[config.mk]
export PLATFORM = sky130hd
export DESIGN_NAME = spi_stat_ctrl
export DESIGN_NICKNAME = d
export VERILOG_FILES = /design/src/rtl/spi_stat_pkg.sv /design/src/rtl/spi_bus_decode.sv /design/src/rtl/spi_ctrl_regs.sv /design/src/rtl/spi_stat_flags.sv /design/src/rtl/spi_stat_ctrl.sv
export SDC_FILE = /design/constraint.sdc
export NUM_CORES = 1
export LEC_CHECK = 0
export ABC_AREA = 1
export BUFFER_PORTS_ARGS = -buffer_cell sky130_fd_sc_hd__buf_2
export CORE_MARGIN = 5
export CORE_UTILIZATION = 35
export DETAILED_ROUTE_END_ITERATION = 10
export SETUP_SLACK_MARGIN = 0.5
export SKIP_LAST_GASP = 1
export SYNTH_ARGS = -nofsm -noshare
export SYNTH_HDL_FRONTEND = slang
export SYNTH_SLANG_ARGS = --single-unit
[constraint.sdc]
create_clock -name clk -period 1.8 [get_ports clk]
set_input_delay 0.09 -clock clk [delete_from_list [all_inputs] [get_ports clk]]
set_output_delay 0.09 -clock clk [all_outputs]
set_load 0.05 [all_outputs]
[src/rtl/spi_stat_pkg.sv]
package spi_stat_pkg;
  localparam logic [7:0] OFF_CTRL  = 8'h00;
  localparam logic [7:0] OFF_SCTRL = 8'h04;
  localparam logic [7:0] OFF_DATA  = 8'h08;
  localparam logic [7:0] OFF_STAT  = 8'h0C;

  localparam int unsigned BIT_DONE = 7;
  localparam int unsigned BIT_ERR  = 2;
  localparam int unsigned BIT_BUSY = 1;
  localparam int unsigned BIT_EN   = 0;
endpackage

[src/rtl/spi_bus_decode.sv]
module spi_bus_decode
  import spi_stat_pkg::*;
#(
  parameter int unsigned ADDR_W = 8
) (
  input  logic [ADDR_W-1:0] addr,
  input  logic              rd,
  input  logic              wr,
  input  logic              busy,
  output logic              hit_ctrl,
  output logic              hit_sctrl,
  output logic              hit_data,
  output logic              hit_stat,
  output logic              wr_ok,
  output logic              forbidden
);
  logic rd_allowed;

  always_comb begin
    hit_ctrl   = (addr == ADDR_W'(OFF_CTRL));
    hit_sctrl  = (addr == ADDR_W'(OFF_SCTRL));
    hit_data   = (addr == ADDR_W'(OFF_DATA));
    hit_stat   = (addr == ADDR_W'(OFF_STAT));
    rd_allowed = hit_ctrl | hit_sctrl | hit_stat;
    forbidden  = busy & (wr | (rd & ~rd_allowed));
    wr_ok      = wr & ~busy;
  end
endmodule

[src/rtl/spi_ctrl_regs.sv]
module spi_ctrl_regs #(
  parameter int unsigned DATA_W = 32,
  parameter int unsigned CTRL_W = 8
) (
  input  logic              clk,
  input  logic              rst_n,
  input  logic              wr_ok,
  input  logic              hit_ctrl,
  input  logic              hit_sctrl,
  input  logic              hit_data,
  input  logic              err,
  input  logic [DATA_W-1:0] wdata,
  output logic [CTRL_W-1:0] ctrl_q,
  output logic              en_q,
  output logic [DATA_W-1:0] tx_q,
  output logic              start_req,
  output logic              disable_wr
);
  logic ctrl_ld, en_ld;

  always_comb begin
    ctrl_ld    = wr_ok & hit_ctrl;
    en_ld      = wr_ok & hit_sctrl;
    start_req  = wr_ok & hit_data & en_q & ~err;
    disable_wr = en_ld & ~wdata[0];
  end

  always_ff @(posedge clk or negedge rst_n) begin
    if (!rst_n) begin
      ctrl_q <= '0;
      en_q   <= 1'b0;
      tx_q   <= '0;
    end else begin
      if (ctrl_ld)   ctrl_q <= wdata[CTRL_W-1:0];
      if (en_ld)     en_q   <= wdata[0];
      if (start_req) tx_q   <= wdata;
    end
  end
endmodule

[src/rtl/spi_stat_flags.sv]
module spi_stat_flags (
  input  logic clk,
  input  logic rst_n,
  input  logic start_req,
  input  logic forbidden,
  input  logic xfer_done,
  input  logic stat_rd,
  input  logic disable_wr,
  output logic busy_q,
  output logic done_q,
  output logic err_q,
  output logic start_q,
  output logic abort_q
);
  logic busy_d, done_d, err_d, done_set;

  always_comb begin
    done_set = busy_q & xfer_done & ~forbidden;
    busy_d   = busy_q;
    if (forbidden)     busy_d = 1'b0;
    else if (done_set) busy_d = 1'b0;
    else if (start_req) busy_d = 1'b1;
    done_d = done_q;
    if (done_set)     done_d = 1'b1;
    else if (stat_rd) done_d = 1'b0;
    err_d = err_q;
    if (forbidden)       err_d = 1'b1;
    else if (disable_wr) err_d = 1'b0;
  end

  always_ff @(posedge clk or negedge rst_n) begin
    if (!rst_n) begin
      busy_q  <= 1'b0;
      done_q  <= 1'b0;
      err_q   <= 1'b0;
      start_q <= 1'b0;
      abort_q <= 1'b0;
    end else begin
      busy_q  <= busy_d;
      done_q  <= done_d;
      err_q   <= err_d;
      start_q <= start_req;
      abort_q <= forbidden;
    end
  end
endmodule

[src/rtl/spi_stat_ctrl.sv]
module spi_stat_ctrl
  import spi_stat_pkg::*;
#(
  parameter int unsigned ADDR_W = 8,
  parameter int unsigned DATA_W = 32,
  parameter int unsigned CTRL_W = 8
) (
  input  logic              clk,
  input  logic              rst_n,
  input  logic [ADDR_W-1:0] bus_addr,
  input  logic              bus_wr,
  input  logic              bus_rd,
  input  logic [DATA_W-1:0] bus_wdata,
  output logic [DATA_W-1:0] bus_rdata,
  input  logic              xfer_done,
  output logic              xfer_start,
  output logic              xfer_abort,
  output logic [DATA_W-1:0] tx_word,
  output logic              irq
);
  localparam int unsigned SYNC_STAGES = 2;

  logic [SYNC_STAGES-1:0] rst_pipe;
  logic rst_sn;
  logic hit_ctrl, hit_sctrl, hit_data, hit_stat, wr_ok, forbidden;
  logic busy, done, err, en, start_req, disable_wr;
  logic [CTRL_W-1:0] ctrl_q;

  always_ff @(posedge clk or negedge rst_n) begin
    if (!rst_n) rst_pipe <= '0;
    else        rst_pipe <= {rst_pipe[SYNC_STAGES-2:0], 1'b1};
  end
  assign rst_sn = rst_pipe[SYNC_STAGES-1];

  spi_bus_decode #(.ADDR_W(ADDR_W)) u_dec (
    .addr(bus_addr), .rd(bus_rd), .wr(bus_wr), .busy(busy),
    .hit_ctrl(hit_ctrl), .hit_sctrl(hit_sctrl), .hit_data(hit_data),
    .hit_stat(hit_stat), .wr_ok(wr_ok), .forbidden(forbidden)
  );

  spi_ctrl_regs #(.DATA_W(DATA_W), .CTRL_W(CTRL_W)) u_regs (
    .clk(clk), .rst_n(rst_sn), .wr_ok(wr_ok), .hit_ctrl(hit_ctrl),
    .hit_sctrl(hit_sctrl), .hit_data(hit_data), .err(err),
    .wdata(bus_wdata), .ctrl_q(ctrl_q), .en_q(en), .tx_q(tx_word),
    .start_req(start_req), .disable_wr(disable_wr)
  );

  spi_stat_flags u_flags (
    .clk(clk), .rst_n(rst_sn), .start_req(start_req), .forbidden(forbidden),
    .xfer_done(xfer_done), .stat_rd(bus_rd & hit_stat),
    .disable_wr(disable_wr), .busy_q(busy), .done_q(done), .err_q(err),
    .start_q(xfer_start), .abort_q(xfer_abort)
  );

  always_comb begin
    bus_rdata = '0;
    if (bus_rd) begin
      if (hit_ctrl) begin
        bus_rdata[CTRL_W-1:0] = ctrl_q;
      end else if (hit_sctrl) begin
        bus_rdata[0] = en;
      end else if (hit_data) begin
        bus_rdata = tx_word;
      end else if (hit_stat) begin
        bus_rdata[BIT_DONE] = done;
        bus_rdata[BIT_ERR]  = err;
        bus_rdata[BIT_BUSY] = busy;
        bus_rdata[BIT_EN]   = en;
      end
    end
  end

  assign irq = done;
endmodule

# == Word-level counts from Yosys, hierarchy flattened ==
# Cells that the tools add are included.
# totals
register_bits,48
output_inout_bits,67
elab_cells,54
# op_classes
eq_ne,3
mux,18
bitwise_logic,20
reduce_logical,4
# op_table
operator,n
two-way mux 24 bit,2
two-way mux 32 bit,1
two-way mux 31 bit,1
== test 8 x 4 -> 1 bit (second input constant),2
AND 1 bit,12
two-way mux 1 bit,10
== test 8 x 3 -> 1 bit (second input constant),1
logical NOT 8 bit,1
two-way mux 8 bit,1
two-way mux 3 bit,2
NOT 1 bit,5
two-way mux 4 bit,1
nonzero test 2 bit,2
OR 1 bit,3
nonzero test 3 bit,1

# == Logic depth before layout (Yosys ltp) ==
# Gate-level depths: netlist (run 1).
# logic_depth
word_depth,11
depth_mapped,9
ltp_nobuf,9

# == Hierarchy ==
# A second synthesis (run 1) with hierarchy kept.
# unflattened
cells_unflattened,325
hier_area_um2,2419.8
# by_module_without_submodules
module,n_inst,cells_per_inst,area_per_inst_um2
spi_ctrl_regs,1,182,1656.6
spi_stat_ctrl,1,102,474.2
spi_stat_flags,1,16,171.4
spi_bus_decode,1,25,117.6

# == Worst setup path after synthesis (run 1) ==
# Ideal clock, no wire load.
# synth_timing
path_type,reg2out
start,register u_regs.tx_q[31]
end,output bus_rdata[31]
arrival_ns,1.844
required_ns,1.710
setup_slack_ns,-0.134
stages_incl_launch_ff,2
path_buffers,0
cell_sequence,dfrtp_1 > nor3b_1
# synth_via
elab_chain_cells,4
# synth_rtl
element,line_no,source
"start, declared",spi_ctrl_regs.sv:15,"output logic [DATA_W-1:0] tx_q,"
"start signal, assigned",spi_ctrl_regs.sv:36,if (start_req) tx_q <= wdata;
two-way mux 24 bit,spi_stat_ctrl.sv:62,end else if (hit_data) begin
two-way mux 31 bit,spi_stat_ctrl.sv:60,end else if (hit_sctrl) begin
two-way mux 24 bit,spi_stat_ctrl.sv:58,if (hit_ctrl) begin
two-way mux 32 bit,spi_stat_ctrl.sv:57,if (bus_rd) begin
"end, declared",spi_stat_ctrl.sv:14,"output logic [DATA_W-1:0] bus_rdata,"
# Every way passes these cells.

# == Worst setup path after layout (run 1) ==
# layout_timing
start,input bus_addr[0]
end,output bus_rdata[22]
# layout_via
elab_chain_cells,5
# layout_rtl
element,line_no,source
"start, declared",spi_stat_ctrl.sv:10,"input logic [ADDR_W-1:0] bus_addr,"
== test 8 x 4 -> 1 bit,spi_bus_decode.sv:22,hit_data = (addr == ADDR_W'(OFF_DATA));
two-way mux 24 bit,spi_stat_ctrl.sv:62,
two-way mux 31 bit,spi_stat_ctrl.sv:60,
two-way mux 24 bit *,spi_stat_ctrl.sv:58,
two-way mux 32 bit *,spi_stat_ctrl.sv:57,
# Mark *: on every way between the ends. The rest lies on a longest branch, timed or not.

==> results.yml, run 1 <==
run_status:
  outcome: "completed"
synthesis:
  avgSynthCellArea_um2: 8.08
  syn_area_um2: 2400
  synth_cell_type_count: 25
  ys_ff_latch: 48
  yosys.area.top_type: "dfrtp_1"
  synth_top_area_share_pct: 50.1
  ys_top_cells_by_area: "dfrtp_1, nand2_1, nor3b_2"
  syn_inst: 297
  yosysSeqAreaShare_pct: 50.1
  yosys_warnings: 0
  syn_nets: 342
place:
  numPortBuffers: 111
  place.gp.congestion: 0.777
  post-dp-hpwl_um: 4720
  dp.cells: 482
finish:
  nFillCells: 547
  layout_common_cells: "nand2_1, buf_2, dfrtp_1"
  layoutNonFillerInstCount: 533
  areaGrowthSynthToFinish_pct: 79.7
  drive_above_1_share_pct: 54.7
  regArea_um2: 1200
  finalNetCount: 498
  num_antenna_cells: 0
  final_common_cell: "nand2_1"
  multi_input_comb_area_um2: 1480
sta:
  tns_ns: 0
  hold-worst-slack_ns: 0.0540
  finalHoldViolCount: 0
  setup_viol: 0
  tightestPinTransition_ns: 0.548
  fmax_mhz: 720
  drv_slew: 0
  finClkSkew_ns: 0.0122
  relSlewSlack_pct: 63.5
  period_needed_ns: 1.39
  rsz0062_at_grt: "true"
  finalCritPeriodShare_pct: 77.2
clocking:
  clock-root-buffer: "clkbuf_8"
  clock-sinks: 48
  cts.path.max_buffers: 2
  cts.clk_slew.worst_paths_ns: 0.09
  numCtsBuffers: 5
  h-tree-depth: 2
  tritoncts: "built"
  worstSkewPairLatency_ns: 0.30
pwr:
  switching_power_mw: 0.496
  clkPwrFrac_pct: 33.4
  worst_ir_drop_vdd_uv: 451
  swShare_pct: 24.3
  seqPwrFrac_pct: 54.9
  comb_power_share_pct: 11.6
  pwr_density_cell_nw_per_um2: 475
  power.leakage_nw: 2.17
  power.internal_mw: 1.55
drt:
  wl_um: 7990
  route.antenna.remaining_nets: 0
  drcViolationCount: 0
  vias: 2494
  wire_per_inst_um: 15.0
  drtPass1Iterations: 5
  drtIter0Drc: 138
  viasPerCell: 4.68
floorplanning:
  ioPinCount: 112
  die_x_um: 92.8
  coreArea_um2: 6720
  start_util_pct: 35.7
  die_h_um: 92.8
  num_rows: 30
  dieArea_um2: 8610
flow_run:
  maxCapViolCount: 0
min_path:
  hold_class: "primary input to register"
grt:
  grt_pass1_wl_um: 11200
  grt_pass1_vias: 2469
  grt_max_degree: 26
  grt_use_total_pct: 15.8
  antenna_found_initial: 0
  grt_overflow: 0
worst_setup_path:
  crit_type: "primary input to output pin"
  critPathCaptureType: "output pin"
  arrival_ns: 1.30
  crit_required_ns: 1.71
  crit_fanout: 6
  setup.worst_path.start_class: "primary input"
  r2r_setup_slack_ns: 0.43
-- worst paths after layout --
check | start | end | depth (start not counted)
max in group asynchronous | rst_pipe[1] | u_regs.tx_q[26] | 1
setup / recovery | bus_addr[0] | bus_rdata[22] | 9
hold / removal | xfer_done | u_flags.busy_q | 4
min in group asynchronous | rst_n | rst_pipe[1] | 2
hold reg to reg | rst_pipe[1] | u_regs.ctrl_q[2] | 0
setup reg to reg | u_flags.busy_q | u_flags.busy_q | 9
-- final cells by class --
type / instances / area share (%)
clock buffer: 7 / 2.24
inverter: 23 / 2.70
multi-input combinational: 215 / 34.2
sequential: 48 / 27.9
tap: 80 / 2.32
timing repair buffer: 157 / 30.0
timing repair inverter: 3 / 0.610
-- registers in the layout, indices dropped and copies added, names as in the netlist --
signal,cells
rst_pipe,2
u_flags.abort_q,1
u_flags.busy_q,1
u_flags.done_q,1
u_flags.err_q,1
u_flags.start_q,1
u_regs.ctrl_q,8
u_regs.en_q,1
u_regs.tx_q,32
-- power groups by stage --
stage	Combinational [mW]	Sequential, mW	Clock (mW)
after global placement	0.171	1.14	0
after floorplan	0.0647	1.17	0
after global routing	0.259	1.13	0.737
after CTS	0.224	1.12	0.705
after detailed placement	0.173	1.15	0
final	0.238	1.12	0.684
-- through the flow --
step	area [um2]	power (mW)	setup WS, ns	util, %
floorplan	2570	1.24	0.296	-
global placement	3180	1.32	0.238	47.4
detailed placement	3180	1.32	0.214	47.4
CTS	3740	2.05	0.447	55.7
global route	4310	2.13	0.332	64.1
finish	4310	2.05	0.411	64.1
-- timing repair --
action,in CTS,in global routing
hold endpoints to repair,26,0
pin swaps,4,32
endpoints found under the setup margin,55,64
gates cloned,1,10
gates resized for setup,51,110
setup buffers,3,5
hold buffers,25,0
-- Yosys cell counts --
cell type	instances
a21oi_1	9
a31oi_1	1
buf_2	5
buf_4	4
buf_6	2
clkbuf_1	1
clkinv_2	1
conb_1	1
dfrtp_1	48
inv_1	19
inv_2	2
inv_4	1
nand2_1	138
nand2_2	1
nand2_4	3
nand3_1	4
nand3_2	1
nor2_1	22
nor2_2	1
nor2_4	3
nor3b_1	2
nor3b_2	10
o21ai_0	1
o21ai_1	9
o21ai_2	8
-- worst max-delay path, cell delays in order --
cell	delay (ns)
buf_6	0.10
nor2_4	0.13
inv_2	0.05
nor2_4	0.17
nand2_8	0.12
inv_12	0.10
nand2_8	0.09
nor3b_4	0.25
buf_6	0.19
-- layer usage --
metal	track usage [%]	share of wire, %	vias to the layer above
met3	3.17	4.8	14
met2	27.5	52	77
li1	-	-	1227
met4	5.98	2.1	0
met5	0	0	-
met1	19.1	41	1176
-- cells by family (layout without fill, tap and decap cells) --
logic type	after synthesis	in the layout	synth area share (%)
and+or+nand+nor	185	186	35.5
AOI/OAI and AO/OA	28	28	7.15
other	1	1	0.156
buffers and inverters	35	190	7.15
DFF	48	48	50.1
Power figures use the tool's default switching activity.
==> inputs of run 2 (changes only) <==
==> constraint.sdc (replaced) <==
create_clock -name clk -period 1.3 [get_ports clk]
set_input_delay 0.065 -clock clk [delete_from_list [all_inputs] [get_ports clk]]
set_output_delay 0.065 -clock clk [all_outputs]
set_load 0.05 [all_outputs]
==> results.yml, run 2 (same netlist as run 1, synthesis figures left out) <==
worst_setup_path:
  reg2reg_depth: 8
  crit_type: "register to output pin"
  crit_required_ns: 1.24
  reg2reg_to: "u_regs.tx_q[13]"
  crit_fanout: 2
  setup.worst_path.start_class: "register"
  cp_cell_sequence: "buf_6, nand2_2, nand3_2, nand2_2, clkinvlp_4, buf_8"
  r2r_start: "u_flags.busy_q"
  slowest_stage: "dfrtp_1"
  r2r_setup_slack_ns: -0.02
  cp-startpoint: "u_flags.busy_q"
  crit_top_cell: "nand2_2"
  arrival_ns: 1.27
  cpPeakStageDelay_ns: 0.41
  critPathCaptureType: "output pin"
  critPathCapture: "bus_rdata[1]"
finish:
  areaGrowthSynthToFinish_pct: 104
  largest_reg_flops: 32
  num_antenna_cells: 0
  final_common_cell: "nand2_1"
  drive_above_1_share_pct: 63.8
  top_register: "u_regs.tx_q"
  layout_common_cells: "nand2_1, buf_6, buf_2"
  finalNetCount: 511
  regArea_um2: 1230
  reg_top3: "u_regs.tx_q (32), u_regs.ctrl_q (8), rst_pipe (2)"
  nFillCells: 461
  multi_input_comb_area_um2: 1570
  layoutNonFillerInstCount: 547
clocking:
  numCtsBuffers: 5
  worstSkewPairLatency_ns: 0.30
  h-tree-depth: 2
  tritoncts: "built"
  clock-root-buffer: "clkbuf_8"
  cts.clk_slew.worst_paths_ns: 0.09
  cts.path.max_buffers: 2
  clock-sinks: 48
pwr:
  swShare_pct: 25.0
  switching_power_mw: 0.773
  clkPwrFrac_pct: 34.8
  power.leakage_nw: 2.29
  pwr_density_cell_nw_per_um2: 632
  seqPwrFrac_pct: 50.1
  worst_ir_drop_vdd_uv: 683
  power.internal_mw: 2.32
  comb_power_share_pct: 15.1
floorplanning:
  die_h_um: 92.8
  ioPinCount: 112
  dieArea_um2: 8610
  num_rows: 30
  coreArea_um2: 6720
  die_x_um: 92.8
  start_util_pct: 35.7
sta:
  setup_viol: 11
  rsz0062_at_grt: "true"
  hold-worst-slack_ns: 0.0200
  finalCritPeriodShare_pct: 102
  drv_slew: 0
  finalHoldViolCount: 0
  fin_ws_ns: -0.0304
  finClkSkew_ns: 0.00599
  period_needed_ns: 1.33
  fmax_mhz: 752
drt:
  drcViolationCount: 0
  wire_per_inst_um: 15.2
  viasPerCell: 4.75
  route.antenna.remaining_nets: 0
  vias: 2600
  drtPass1Iterations: 4
  wl_um: 8320
  drtIter0Drc: 105
place:
  post-dp-hpwl_um: 4950
  numPortBuffers: 111
  place.gp.congestion: 0.754
  dp.cells: 496
grt:
  grt_use_total_pct: 18.8
  grt_pass1_vias: 2712
  grt.met2_usage_pct: 32.3
  globalRouteMet3Util_pct: 3.82
  top_usage_layer: "met2"
  grt_max_degree: 47
  grt_overflow: 0
  grt_pass1_wl_um: 13100
  antenna_found_initial: 0
  grt_use_met1_pct: 23.6
flow_run:
  maxCapViolCount: 0
run_status:
  violations: "negative setup slack"
  outcome: "finished with violations"
min_path:
  hold_class: "primary input to register"
-- run 2: timing repair --
| action | 4_1_cts | 5_1_grt |
|---|---|---|
| buffers inserted | 8 | 5 |
| hold buffers | 25 | 0 |
| hold endpoints to repair | 26 | 0 |
| gates resized for setup | 176 | 74 |
| pin swaps | 15 | 24 |
| cloned | 1 | 4 |
| setup endpoints to repair | 113 | 113 |
-- run 2: how the worst min path moves through the flow --
stage | cells after the start | from | endpoint | slack [ns]
after global placement | 1 | rst_n | rst_pipe[0] | -0.15
final | 3 | bus_wdata[6] | u_regs.ctrl_q[6] | 0.02
after floorplan | 0 | rst_n | rst_pipe[0] | -0.23
after detailed placement | 1 | rst_n | rst_pipe[0] | -0.15
after CTS | 3 | bus_wdata[6] | u_regs.ctrl_q[6] | 0.01
after global routing | 3 | bus_wdata[6] | u_regs.ctrl_q[6] | 0.02
-- run 2: stage by stage --
| step | instance area [um2] | util, % | setup TNS (ns) | worst slack, ns | power, mW |
|---|---|---|---|---|---|
| 3_3_place_gp | 3540 | 52.6 | -0.400 | -0.0348 | 1.87 |
| 3_5_place_dp | 3540 | 52.6 | -1.18 | -0.0560 | 1.87 |
| 2_1_floorplan | 2820 | - | -0.00132 | -0.00132 | 1.74 |
| 5_1_grt | 4900 | 72.9 | -4.05 | -0.100 | 3.25 |
| 4_1_cts | 4540 | 67.5 | -0.0187 | -0.0111 | 3.08 |
| 6_report | 4900 | 72.9 | -0.123 | -0.0304 | 3.10 |
-- run 2: layout make-up --
| type | instances | area share [%] |
|---|---|---|
| clock inverters | 2 | 0.715 |
| repair buffers | 172 | 35.8 |
| well taps | 80 | 2.04 |
| flip-flops and latches | 48 | 25.1 |
| multi-input cells | 216 | 32.1 |
| clock buffers | 6 | 1.48 |
| inverters | 23 | 2.73 |
-- run 2: worst max-delay path: cells and delay by family (launching register included) --
kind / cells / cell delay [ns]
flops: 1 / 0.41
simple gates: 3 / 0.19
buf+inv: 3 / 0.37
-- run 2: per-layer routing --
metal | routed length, um | share of wire, %
met5 | 0 | 0
met4 | 138 | 1.7
met3 | 343 | 4.1
met2 | 4540 | 55
met1 | 3290 | 40
-- run 2: power groups by stage --
stage                     sequential, mW  clock (mW)  combinational [mW]
final                               1.55        1.08               0.469
after global routing                1.55        1.18               0.508
after CTS                           1.54        1.11               0.423
after detailed placement            1.57           0               0.294
after global placement              1.57           0               0.292
after floorplan                     1.62           0               0.119
==> inputs of run 3 (changes only) <==
==> constraint.sdc (replaced) <==
create_clock -name clk -period 1.24 [get_ports clk]
set_input_delay 0.248 -clock clk [delete_from_list [all_inputs] [get_ports clk]]
set_output_delay 0.248 -clock clk [all_outputs]
set_load 0.05 [all_outputs]
==> results.yml, run 3 (same netlist as run 1, synthesis figures left out) <==
run_status:
  outcome: "finished with violations"
  violations: "negative setup slack"
place:
  dp.cells: 497
  place.gp.congestion: 0.744
  placed_cell_area_um2: 3580
  numPortBuffers: 111
  post-dp-hpwl_um: 5110
worst_setup_path:
  arrival_ns: 1.38
  setup.worst_path.start_class: "primary input"
  slowest_stage: "buf_12"
  critPathCaptureType: "output pin"
  reg2reg_depth: 8
  reg2reg_to: "u_regs.tx_q[20]"
  crit_fanout: 7
  crit_required_ns: 0.99
  crit_type: "primary input to output pin"
  cp-startpoint: "bus_addr[5]"
  cp_cell_sequence: "buf_2, nor2_4, nand2_4, clkinv_4, nand2_4, clkinv_8, buf_12, nand2_2, nand3_2, nand2_2, clkinvlp_4, buf_8"
  r2r_start: "u_flags.err_q"
  r2r_setup_slack_ns: -0.16
  cpPeakStageDelay_ns: 0.16
  critPathCapture: "bus_rdata[7]"
drt:
  drtIter0Drc: 61
  wire_per_inst_um: 15.8
  viasPerCell: 4.81
  drcViolationCount: 0
  wl_um: 8190
  vias: 2501
  route.antenna.remaining_nets: 0
  drtPass1Iterations: 4
finish:
  top_register: "u_regs.tx_q"
  layoutNonFillerInstCount: 520
  num_antenna_cells: 0
  final_common_cell: "nand2_1"
  largest_reg_flops: 32
  nFillCells: 539
  reg_top3: "u_regs.tx_q (32), u_regs.ctrl_q (8), rst_pipe (2)"
  drive_above_1_share_pct: 74.3
  finalNetCount: 484
  areaGrowthSynthToFinish_pct: 95.3
  final_area_um2: 4680
  layout_common_cells: "nand2_1, buf_6, nand2_2"
grt:
  grt_max_degree: 31
  grt_pass1_wl_um: 12100
  grt_overflow: 0
  antenna_found_initial: 0
  grt_use_total_pct: 17.7
  grt_pass1_vias: 2495
floorplanning:
  coreArea_um2: 6720
  die_x_um: 92.8
  start_util_pct: 35.7
  dieArea_um2: 8610
  ioPinCount: 112
  num_rows: 30
  die_h_um: 92.8
pwr:
  switching_power_mw: 0.765
  pwr_density_cell_nw_per_um2: 636
  worst_ir_drop_vdd_uv: 350
  power.internal_mw: 2.21
  clkPwrFrac_pct: 32.2
  finalPower_mw: 2.98
  power.leakage_nw: 2.22
  comb_power_share_pct: 12.9
  swShare_pct: 25.7
  seqPwrFrac_pct: 54.9
sta:
  rsz0062_at_grt: "true"
  drv_slew: 0
  finalCritPeriodShare_pct: 132
  period_needed_ns: 1.63
  hold-worst-slack_ns: 0.142
  finClkSkew_ns: 0.00614
  setup_viol: 67
  tns_ns: -14.33
  finalHoldViolCount: 0
  fin_ws_ns: -0.391
  fmax_mhz: 613
clocking:
  cts.path.max_buffers: 2
  worstSkewPairLatency_ns: 0.30
  clock-root-buffer: "clkbuf_8"
  tritoncts: "built"
  clock-sinks: 48
  numCtsBuffers: 5
  h-tree-depth: 2
  cts.clk_slew.worst_paths_ns: 0.08
flow_run:
  maxCapViolCount: 0
min_path:
  hold_class: "primary input to register"
run 3: metal layers:
layer | vias to the layer above | routed length [um] | GRT usage (%) | part of all wire [%]
li1 | 1200 | - | - | -
met1 | 1202 | 3350 | 22.1 | 41
met2 | 91 | 4320 | 30.7 | 53
met3 | 8 | 423 | 3.90 | 5.2
met4 | 0 | 99 | 4.76 | 1.2
met5 | - | 0 | 0 | 0
run 3: power groups by stage:
stage | registers [mW] | logic, mW | clock network (mW)
final | 1.63 | 0.385 | 0.958
after detailed placement | 1.66 | 0.311 | 0
after floorplan | 1.70 | 0.117 | 0
after global placement | 1.66 | 0.306 | 0
after CTS | 1.63 | 0.350 | 0.989
after global routing | 1.64 | 0.416 | 1.05
run 3: cell type report:
| type | count | area (um2) | area share [%] |
|---|---|---|---|
| multi-input cells | 215 | 1630 | 34.7 |
| flip-flops and latches | 48 | 1250 | 26.7 |
| clock buffers | 8 | 90.1 | 1.92 |
| repair buffers | 146 | 1490 | 31.8 |
| well taps | 80 | 100 | 2.14 |
| inverters | 23 | 129 | 2.75 |
run 3: per-stage QoR:
step / util [%] / worst slack (ns)
6_report: 69.7 / -0.391
5_1_grt: 69.7 / -0.468
4_1_cts: 64.4 / -0.388
3_5_place_dp: 53.4 / -0.535
3_3_place_gp: 53.4 / -0.498
2_1_floorplan: - / -0.423
run 3: timing repair:
| action | CTS | global route |
|---|---|---|
| pin swaps | 14 | 32 |
| hold endpoints to repair | 2 | 0 |
| setup endpoints to repair | 113 | 113 |
| hold buffers | 1 | 0 |
| resized for setup | 174 | 79 |
| gates cloned | 2 | 4 |
| buffers inserted | 4 | 4 |
run 3: worst min-delay path by stage:
stage	startpoint	to	slack, ns	cells after the start
after global routing	bus_wdata[28]	u_regs.tx_q[28]	0.14	3
after floorplan	rst_n	rst_pipe[0]	-0.05	0
after detailed placement	rst_n	rst_pipe[0]	0.03	1
after global placement	rst_n	rst_pipe[0]	0.04	1
final	bus_wdata[28]	u_regs.tx_q[28]	0.14	3
after CTS	bus_wdata[19]	u_regs.tx_q[19]	0.13	3
run 3: critical path: cells and delay by family:
family | cells | cell delay, ns
buffers and inverters | 6 | 0.66
AND/OR/NAND/NOR | 6 | 0.48
